--- config.mk ---
export PLATFORM = sky130hd
export DESIGN_NAME = ser_cmd_port
export DESIGN_NICKNAME = d
export VERILOG_FILES = /design/src/rtl/scp_pkg.sv /design/src/rtl/scp_sync.sv /design/src/rtl/scp_edge.sv /design/src/rtl/scp_rx.sv /design/src/rtl/scp_tx.sv /design/src/rtl/ser_cmd_port.sv
export SDC_FILE = /design/constraint.sdc
export NUM_CORES = 1
export LEC_CHECK = 0
export BUFFER_PORTS_ARGS = -buffer_cell sky130_fd_sc_hd__buf_2
export CORE_ASPECT_RATIO = 1.2
export CORE_UTILIZATION = 45
export CTS_BUF_LIST = sky130_fd_sc_hd__clkbuf_16
export DETAILED_ROUTE_END_ITERATION = 12
export PLACE_DENSITY_LB_ADDON = 0.1
export SYNTH_ARGS = -nofsm -noshare
export SYNTH_HDL_FRONTEND = slang
export SYNTH_SLANG_ARGS = --single-unit
--- constraint.sdc ---
create_clock -name clk -period 1.45 [get_ports clk]
set_input_delay 0.29 -clock clk [delete_from_list [all_inputs] [get_ports clk]]
set_output_delay 0.29 -clock clk [all_outputs]
set_load 0.03 [all_outputs]
--- src/rtl/scp_pkg.sv ---
package scp_pkg;
  // Per-cycle events derived from the synchronised serial pins.
  typedef struct packed {
    logic active;    // select asserted (synchronised)
    logic sel_fall;  // select just asserted
    logic sample;    // sampling edge seen while active
    logic shift;     // shifting edge seen while active
  } scp_evt_t;
endpackage

--- src/rtl/scp_sync.sv ---
module scp_sync #(
  parameter int WIDTH = 3,
  parameter int STAGES = 2,
  parameter logic [WIDTH-1:0] RST_VAL = '0
) (
  input  logic             clk,
  input  logic             rst_n,
  input  logic [WIDTH-1:0] d,
  output logic [WIDTH-1:0] q
);
  logic [STAGES-1:0][WIDTH-1:0] stg;

  always_ff @(posedge clk or negedge rst_n) begin
    if (!rst_n) begin
      for (int i = 0; i < STAGES; i++) stg[i] <= RST_VAL;
    end else begin
      stg[0] <= d;
      for (int i = 1; i < STAGES; i++) stg[i] <= stg[i-1];
    end
  end

  assign q = stg[STAGES-1];
endmodule

--- src/rtl/scp_edge.sv ---
module scp_edge
  import scp_pkg::*;
(
  input  logic     clk,
  input  logic     rst_n,
  input  logic     cs_n_s,
  input  logic     sck_s,
  input  logic     sample_on_fall,
  output scp_evt_t evt
);
  logic cs_n_d, sck_d;
  logic sck_rise, sck_fall;

  always_ff @(posedge clk or negedge rst_n) begin
    if (!rst_n) begin
      cs_n_d <= 1'b1;
      sck_d  <= 1'b0;
    end else begin
      cs_n_d <= cs_n_s;
      sck_d  <= sck_s;
    end
  end

  assign sck_rise = sck_s & ~sck_d;
  assign sck_fall = ~sck_s & sck_d;

  always_comb begin
    evt.active   = ~cs_n_s;
    evt.sel_fall = cs_n_d & ~cs_n_s;
    evt.sample   = ~cs_n_s & (sample_on_fall ? sck_fall : sck_rise);
    evt.shift    = ~cs_n_s & (sample_on_fall ? sck_rise : sck_fall);
  end
endmodule

--- src/rtl/scp_rx.sv ---
module scp_rx
  import scp_pkg::*;
#(
  parameter int DATA_W = 8
) (
  input  logic              clk,
  input  logic              rst_n,
  input  scp_evt_t          evt,
  input  logic              mosi_s,
  output logic              cmd_valid,
  output logic [DATA_W-1:0] cmd_data
);
  localparam int CNT_W = (DATA_W > 1) ? $clog2(DATA_W) : 1;
  localparam logic [CNT_W-1:0] LAST = CNT_W'(DATA_W - 1);

  logic [CNT_W-1:0]  cnt;
  logic [DATA_W-1:0] sr;
  logic [DATA_W-1:0] nxt;

  assign nxt = {sr[DATA_W-2:0], mosi_s};

  always_ff @(posedge clk or negedge rst_n) begin
    if (!rst_n) begin
      cnt       <= '0;
      sr        <= '0;
      cmd_valid <= 1'b0;
      cmd_data  <= '0;
    end else begin
      cmd_valid <= 1'b0;
      if (!evt.active) begin
        cnt <= '0;
      end else if (evt.sample) begin
        sr <= nxt;
        if (cnt == LAST) begin
          cnt       <= '0;
          cmd_valid <= 1'b1;
          cmd_data  <= nxt;
        end else begin
          cnt <= cnt + 1'b1;
        end
      end
    end
  end
endmodule

--- src/rtl/scp_tx.sv ---
module scp_tx
  import scp_pkg::*;
#(
  parameter int DATA_W = 8
) (
  input  logic              clk,
  input  logic              rst_n,
  input  scp_evt_t          evt,
  input  logic [DATA_W-1:0] stat_word,
  output logic              miso,
  output logic              load_evt
);
  localparam int CNT_W = (DATA_W > 1) ? $clog2(DATA_W) : 1;
  localparam logic [CNT_W-1:0] LAST = CNT_W'(DATA_W - 1);

  logic [CNT_W-1:0]  cnt;
  logic [DATA_W-1:0] sr;
  logic              wrap;

  assign wrap     = evt.shift & (cnt == LAST);
  assign load_evt = evt.sel_fall | wrap;
  assign miso     = sr[DATA_W-1];

  always_ff @(posedge clk or negedge rst_n) begin
    if (!rst_n) begin
      cnt <= '0;
      sr  <= '0;
    end else if (evt.sel_fall) begin
      cnt <= '0;
      sr  <= stat_word;
    end else if (!evt.active) begin
      cnt <= '0;
    end else if (evt.shift) begin
      if (wrap) begin
        cnt <= '0;
        sr  <= stat_word;
      end else begin
        cnt <= cnt + 1'b1;
        sr  <= {sr[DATA_W-2:0], 1'b0};
      end
    end
  end
endmodule

--- src/rtl/ser_cmd_port.sv ---
module ser_cmd_port
  import scp_pkg::*;
#(
  parameter int DATA_W = 8,
  parameter int SYNC_STAGES = 2
) (
  input  logic              clk,
  input  logic              rst_n,
  input  logic              spi_cs_n,
  input  logic              spi_sck,
  input  logic              spi_mosi,
  input  logic              sample_on_fall,
  input  logic [DATA_W-1:0] stat_word,
  output logic              cmd_valid,
  output logic [DATA_W-1:0] cmd_data,
  output logic              miso,
  output logic              miso_oe
);
  localparam int PIN_W = 3;
  localparam logic [PIN_W-1:0] PIN_RST = 3'b100;

  logic [PIN_W-1:0] pins_s;
  scp_evt_t         evt;
  logic             sample_evt, shift_evt, load_evt;

  scp_sync #(.WIDTH(PIN_W), .STAGES(SYNC_STAGES), .RST_VAL(PIN_RST)) u_sync (
    .clk(clk), .rst_n(rst_n),
    .d({spi_cs_n, spi_sck, spi_mosi}),
    .q(pins_s)
  );

  scp_edge u_edge (
    .clk(clk), .rst_n(rst_n),
    .cs_n_s(pins_s[2]), .sck_s(pins_s[1]),
    .sample_on_fall(sample_on_fall),
    .evt(evt)
  );

  scp_rx #(.DATA_W(DATA_W)) u_rx (
    .clk(clk), .rst_n(rst_n), .evt(evt), .mosi_s(pins_s[0]),
    .cmd_valid(cmd_valid), .cmd_data(cmd_data)
  );

  scp_tx #(.DATA_W(DATA_W)) u_tx (
    .clk(clk), .rst_n(rst_n), .evt(evt), .stat_word(stat_word),
    .miso(miso), .load_evt(load_evt)
  );

  assign miso_oe    = evt.active;
  assign sample_evt = evt.sample;
  assign shift_evt  = evt.shift;
endmodule

==> flow_metrics.env, run 1 <==
export IMPL_synthCells=110
export IMPL_area_growth_syn_to_layout_pct=32.8
export IMPL_drt_drc_violations_left=0
export IMPL_nNetsFinal=170
export IMPL_vias=960
export IMPL_muxShareOfSynthArea_pct=18.6
export IMPL_hpwl_um=1790
export IMPL_grt_max_degree=24
export IMPL_globalRouteOverflowTotal=0
export IMPL_cts_buffers=5
export IMPL_root_buffer="clkbuf_16"
export IMPL_yosysTopAreaCell="dfrtp_1"
export IMPL_rsz0062_at_grt="yes"
export IMPL_hold_viol=0
export IMPL_yosys_cell_types_count=23
export IMPL_clockBufferDepth=2
export IMPL_cts_sink_count=38
export IMPL_synth_simple_gate_area_share_pct=7.17
export IMPL_routed_wirelength_um=2660
export IMPL_die_x_um=55.6
export IMPL_power_density_mw_per_mm2=1400
export IMPL_start_util_pct=47.0
export IMPL_syn_avg_cell_area_um2=14.1
export IMPL_yosys_warnings=0
export IMPL_drive_gt1_share_pct=44.7
export IMPL_dr_pass1_iters=4
export IMPL_synthAdderAreaFrac_pct=3.22
export IMPL_synth_seq_area_share_pct=61.4
export IMPL_die_area_mm2=0.00369
export IMPL_io_pin_count=25
export IMPL_drt_initial_drc_count=19
export IMPL_fin_crit_ns=1.58
export IMPL_mostFrequentLayoutCell="dfrtp_1"
export IMPL_critPathArrivalTime_ns=1.74
export IMPL_critPathMaxFanout=9
export IMPL_synth_area_leaders="dfrtp_1 (56%), mux2_4 (7.7%), mux2i_1 (5.8%)"
export IMPL_synth_area_mm2=0.00155
export IMPL_fmax_mhz=633
export IMPL_path_class="flip-flop to flip-flop"
export IMPL_post_route_period_util_pct=109
export IMPL_coreArea_mm2=0.00331
export IMPL_placementRows=23
export IMPL_relSlewSlack_pct=74.7
export IMPL_place_gp_congestion=0.741
export IMPL_grt_first_pass_wirelength_um=4480
export IMPL_cp_data_required_time_ns=1.61
export IMPL_mappedNetlistNets=128
export IMPL_hold_ws_ns=0.114
export IMPL_dp_slack_ns=-0.145
export IMPL_gr_usage_all_layers_pct=16.6
export IMPL_slew_violations=0
export IMPL_synth_seq_cells=38
export IMPL_tightest_slew_ns=0.379
export IMPL_setup_violations_final=26
export IMPL_startpoint_type="flip-flop"
export IMPL_layout_common_cells="dfrtp_1 (35), buf_2 (23), mux2_4 (15), nor2_1 (10), mux2i_1 (9)"
export IMPL_end_kind="flip-flop"
export IMPL_outcome="complete, but fails checks"
export IMPL_ctsHtreeMaxLevel=2
export IMPL_cts_tree="done"
export IMPL_clk_pin_slew_ns=0.06
export IMPL_clk_insertion_delay_late_ns=0.28
export IMPL_wl_per_cell_um=14.1
export IMPL_fin_skew_ns=0.00623
export IMPL_irDropWorstVdd_mv=1.09
export IMPL_synth_top_family_by_area="multiplexers"
export IMPL_synth_compound_area_share_pct=6.76
export IMPL_max_cap_violations=0
export IMPL_finalPower_uw=2880
export IMPL_portBuffers=24
export IMPL_setup_ws_ns=-0.130
export IMPL_n_antenna_cell=0
export IMPL_grt_pass1_vias=982
export IMPL_violations="setup timing"
export IMPL_setup_tns_ns=-2.37
export IMPL_fill_cells=263
export IMPL_vias_per_cell=5.08
export IMPL_synth_xor_area_share_pct=0
export IMPL_leakage_uw=0.00108
export IMPL_hold_path_class="input pin to flip-flop"
export IMPL_antenna_left=0
export IMPL_yosysTopAreaCellShare_pct=56.4
export IMPL_die_y_um=66.4
export IMPL_grt_antenna_before_repair=0
## layer usage
metal  up-vias  track usage [%]  routed length (µm)
met2        20             26.4                1320
met4         0             8.44                  62
met3         6             5.87                 132
li1        466                -                   -
met1       468             20.1                1140
met5         -                0                   0
## synth_stat cells
| cell type | instances |
|---|---|
| mux2_2 | 7 |
| and4_1 | 1 |
| inv_1 | 4 |
| nand3b_1 | 2 |
| dfstp_2 | 3 |
| ha_1 | 4 |
| and3b_1 | 1 |
| nand2_1 | 3 |
| o21ai_0 | 2 |
| a32o_1 | 2 |
| dfrtp_1 | 35 |
| buf_6 | 1 |
| a21oi_1 | 9 |
| a21oi_2 | 1 |
| or3_1 | 1 |
| or3b_1 | 2 |
| nor2_2 | 1 |
| buf_2 | 2 |
| buf_4 | 1 |
| nor2_1 | 10 |
| a31oi_4 | 1 |
| mux2_4 | 8 |
| mux2i_1 | 9 |
## area by class of cell
cell class	count	area, µm²	area share [%]
Sequential cell	38	955	46.3
Multi-Input combinational cell	64	594	28.8
Timing Repair Buffer	39	290	14.1
Clock buffer	5	125	6.06
Tap cell	37	46.3	2.24
Clock inverter	2	33.8	1.64
Inverter	4	18.8	0.910
## kinds of logic after synthesis
| logic type | after synthesis |
|---|---|
| buffers and inverters | 8 |
| flip-flops | 38 |
| AO/OA/AOI/OAI | 15 |
| adder cells (fa/ha/maj) | 4 |
| multiplexers | 24 |
| AND/OR/NAND/NOR | 21 |
## worst max-delay path: stages (launching register included)
cell     delay (ns)
dfrtp_1        0.37
and3b_1        0.22
a21oi_2        0.04
or3b_1         0.36
buf_6          0.16
mux2_4         0.30
## timing repair
action	4_1_cts	5_1_grt
hold buffers	1	0
resized for setup	2	13
setup endpoints to repair	26	27
endpoints found under the hold margin	13	0
buffers inserted	0	3
## state kept, by name, summed over array words and instances (netlist names)
name / count
u_rx.cmd_valid: 1
u_rx.sr: 7
u_edge.cs_n_d: 1
u_tx.sr: 8
u_rx.cmd_data: 8
u_tx.cnt: 3
u_rx.cnt: 3
u_sync.stg: 3
u_sync.q: 3
u_edge.sck_d: 1
## metrics by stage
| stage | cell area (µm²) | instances | util (%) |
|---|---|---|---|
| 6_report | 2060 | 189 | 62.3 |
| 5_1_grt | 2060 | 189 | 62.3 |
| 4_1_cts | 2000 | 186 | 60.3 |
| 3_5_place_dp | 1820 | 178 | 55.0 |
| 3_3_place_gp | 1820 | 178 | 55.0 |
| 2_1_floorplan | 1570 | 110 | - |
## final timing paths
check / end / slack, ns / from / depth (start not counted)
worst max-delay path: u_rx.cmd_data[5] / -0.13 / u_sync.q[1] / 5
max in group asynchronous: u_edge.cs_n_d / 0.47 / rst_n / 3
worst max register to register: u_rx.cmd_data[5] / -0.13 / u_sync.q[1] / 5
min in group asynchronous: u_sync.stg[1] / 0.46 / rst_n / 2
worst min-delay path: u_sync.stg[1] / 0.11 / spi_sck / 1
worst min register to register: u_sync.q[0] / 0.35 / u_sync.stg[0] / 0
## power breakdown
| group | switching (µW) | leakage [µW] | internal (µW) |
|---|---|---|---|
| combinational | 149 | 0.000527 | 235 |
| clock | 384 | 0.0000773 | 794 |
| sequential | 106 | 0.000473 | 1210 |
Note: power is estimated with default switching activity, not from simulation.
==> run 2, diff against run 1 <==
- CAP_MARGIN: not set -> 20
- CORE_ASPECT_RATIO: 1.2 -> not set
==> flow_metrics.env, run 2 (synthesis gave the netlist of run 1 again) <==
export IMPL_drt_drc_violations_left=0
export IMPL_place_gp_congestion=0.690
export IMPL_clockBufferDepth=2
export IMPL_max_cap_violations=0
export IMPL_path_class="flip-flop to flip-flop"
export IMPL_die_area_mm2=0.00369
export IMPL_setup_violations_final=27
export IMPL_cts_sink_count=38
export IMPL_critPathMaxFanout=5
export IMPL_end_kind="flip-flop"
export IMPL_drt_initial_drc_count=20
export IMPL_mostFrequentLayoutCell="dfrtp_1"
export IMPL_globalRouteOverflowTotal=0
export IMPL_placementRows=20
export IMPL_ctsHtreeMaxLevel=2
export IMPL_max_stage_delay_ns=0.40
export IMPL_clk_pin_slew_ns=0.05
export IMPL_die_x_um=60.8
export IMPL_antenna_left=0
export IMPL_setup_tns_ns=-2.37
export IMPL_cp_data_required_time_ns=1.61
export IMPL_nNetsFinal=173
export IMPL_irDropWorstVdd_mv=0.878
export IMPL_cts_tree="done"
export IMPL_coreArea_mm2=0.00315
export IMPL_cp_slowest_cell="or3b_4"
export IMPL_fill_cells=245
export IMPL_final_util_pct=66.8
export IMPL_portBuffers=24
export IMPL_tightest_slew_ns=0.369
export IMPL_root_buffer="clkbuf_16"
export IMPL_reg_top3="u_rx.cmd_data: 8 flops, u_tx.sr: 8 flops, u_rx.sr: 7 flops"
export IMPL_slew_violations=0
export IMPL_relSlewSlack_pct=75.4
export IMPL_grt_first_pass_wirelength_um=4370
export IMPL_gr_usage_all_layers_pct=17.1
export IMPL_hold_path_class="input pin to flip-flop"
export IMPL_startpoint_type="flip-flop"
export IMPL_routed_wirelength_um=2740
export IMPL_leakage_uw=0.00109
export IMPL_io_pin_count=25
export IMPL_fin_crit_ns=1.64
export IMPL_fin_skew_ns=0.00524
export IMPL_grt_pass1_vias=1001
export IMPL_finalPower_uw=2710
export IMPL_rsz0062_at_grt="yes"
export IMPL_setup_ws_ns=-0.192
export IMPL_multi_input_area_um2=608
export IMPL_vias=964
export IMPL_path_cells="and3b_1, a21oi_2, or3b_4, buf_6, mux2_4"
export IMPL_power_density_mw_per_mm2=1290
export IMPL_critPathArrivalTime_ns=1.80
export IMPL_cts_buffers=5
export IMPL_outcome="complete, but fails checks"
export IMPL_vias_per_cell=4.82
export IMPL_grt_antenna_before_repair=0
export IMPL_grt_max_degree=24
export IMPL_n_antenna_cell=0
export IMPL_layout_common_cells="dfrtp_1 (35), buf_2 (23), mux2_4 (15), nor2_1 (10), buf_4 (10)"
export IMPL_post_route_period_util_pct=113
export IMPL_drive_gt1_share_pct=48.1
export IMPL_die_y_um=60.8
export IMPL_fmax_mhz=609
export IMPL_clk_insertion_delay_late_ns=0.28
export IMPL_dr_pass1_iters=2
export IMPL_wl_per_cell_um=13.7
export IMPL_hold_viol=0
export IMPL_final_seq_area_um2=955
export IMPL_violations="setup timing"
export IMPL_area_growth_syn_to_layout_pct=35.5
export IMPL_hpwl_um=1800
export IMPL_start_util_pct=49.3
[run 2: cell types whose count changed in the layout (fill, tap and decap cells not counted), moves of 2 or more]
cell      previous run  this run
ha_2                 0         2
a21oi_2              3         1
or3b_4               0         2
ha_1                 4         2
or3b_1               2         0
buf_4                8        10
clkinv_2             0         2
[run 2: power by group]
group / total (µW) / internal, µW / switching, µW
Combinational: 394 / 243 / 151
Sequential: 1320 / 1210 / 104
Clock: 1000 / 622 / 378
Total: 2710 / 2080 / 633
[run 2: repair_timing]
item,CTS,global route
gates cloned,0,2
hold buffers,1,0
setup buffers,2,3
setup endpoints to repair,27,27
gates resized for setup,12,8
endpoints found under the hold margin,13,0
[run 2: layer usage]
metal	share of wire [%]	track usage, %	vias to the layer above	wire (µm)
met4	2.2	10.4	0	59
met1	46	21.0	468	1270
met5	0	0	-	0
met3	4.0	5.12	5	109
li1	-	-	472	-
met2	47	26.5	19	1300
[run 2: through the flow]
stage | setup slack (ns) | instance area [µm²] | hold WS (ns) | cells
2_1_floorplan | -0.162 | 1570 | -0.00559 | 110
6_report | -0.192 | 2110 | 0.114 | 200
3_3_place_gp | -0.131 | 1820 | 0.222 | 184
4_1_cts | -0.181 | 2030 | 0.111 | 195
5_1_grt | -0.240 | 2110 | 0.108 | 200
3_5_place_dp | -0.190 | 1820 | 0.224 | 184
[run 2: path summary, 6_finish.rpt]
| check | from | endpoint | slack, ns | cells past startpoint |
|---|---|---|---|---|
| worst max-delay path | u_sync.q[1] | u_rx.cmd_data[6] | -0.19 | 5 |
| worst min-delay path | spi_cs_n | u_sync.stg[2] | 0.11 | 1 |
| worst max register to register | u_sync.q[1] | u_rx.cmd_data[6] | -0.19 | 5 |
| worst min register to register | u_sync.stg[0] | u_sync.q[0] | 0.35 | 0 |
| max in group asynchronous | rst_n | u_edge.cs_n_d | 0.47 | 3 |
| min in group asynchronous | rst_n | u_sync.stg[1] | 0.47 | 2 |
[run 2: final cells by class]
class / count / area share (%)
Clock buffer: 5 / 5.94
Clock inverter: 3 / 0.654
Inverter: 4 / 0.891
Multi-Input combinational cell: 64 / 28.9
Sequential cell: 38 / 45.3
Tap cell: 44 / 2.61
Timing Repair Buffer: 42 / 15.7
[run 2: worst max-delay path: cells and delay by family (launching register included)]
family,cells,cell delay [ns]
AND/OR/NAND/NOR,2,0.65
flip-flops,1,0.39
multiplexers,1,0.29
buffers and inverters,1,0.15
AO/OA/AOI/OAI,1,0.05
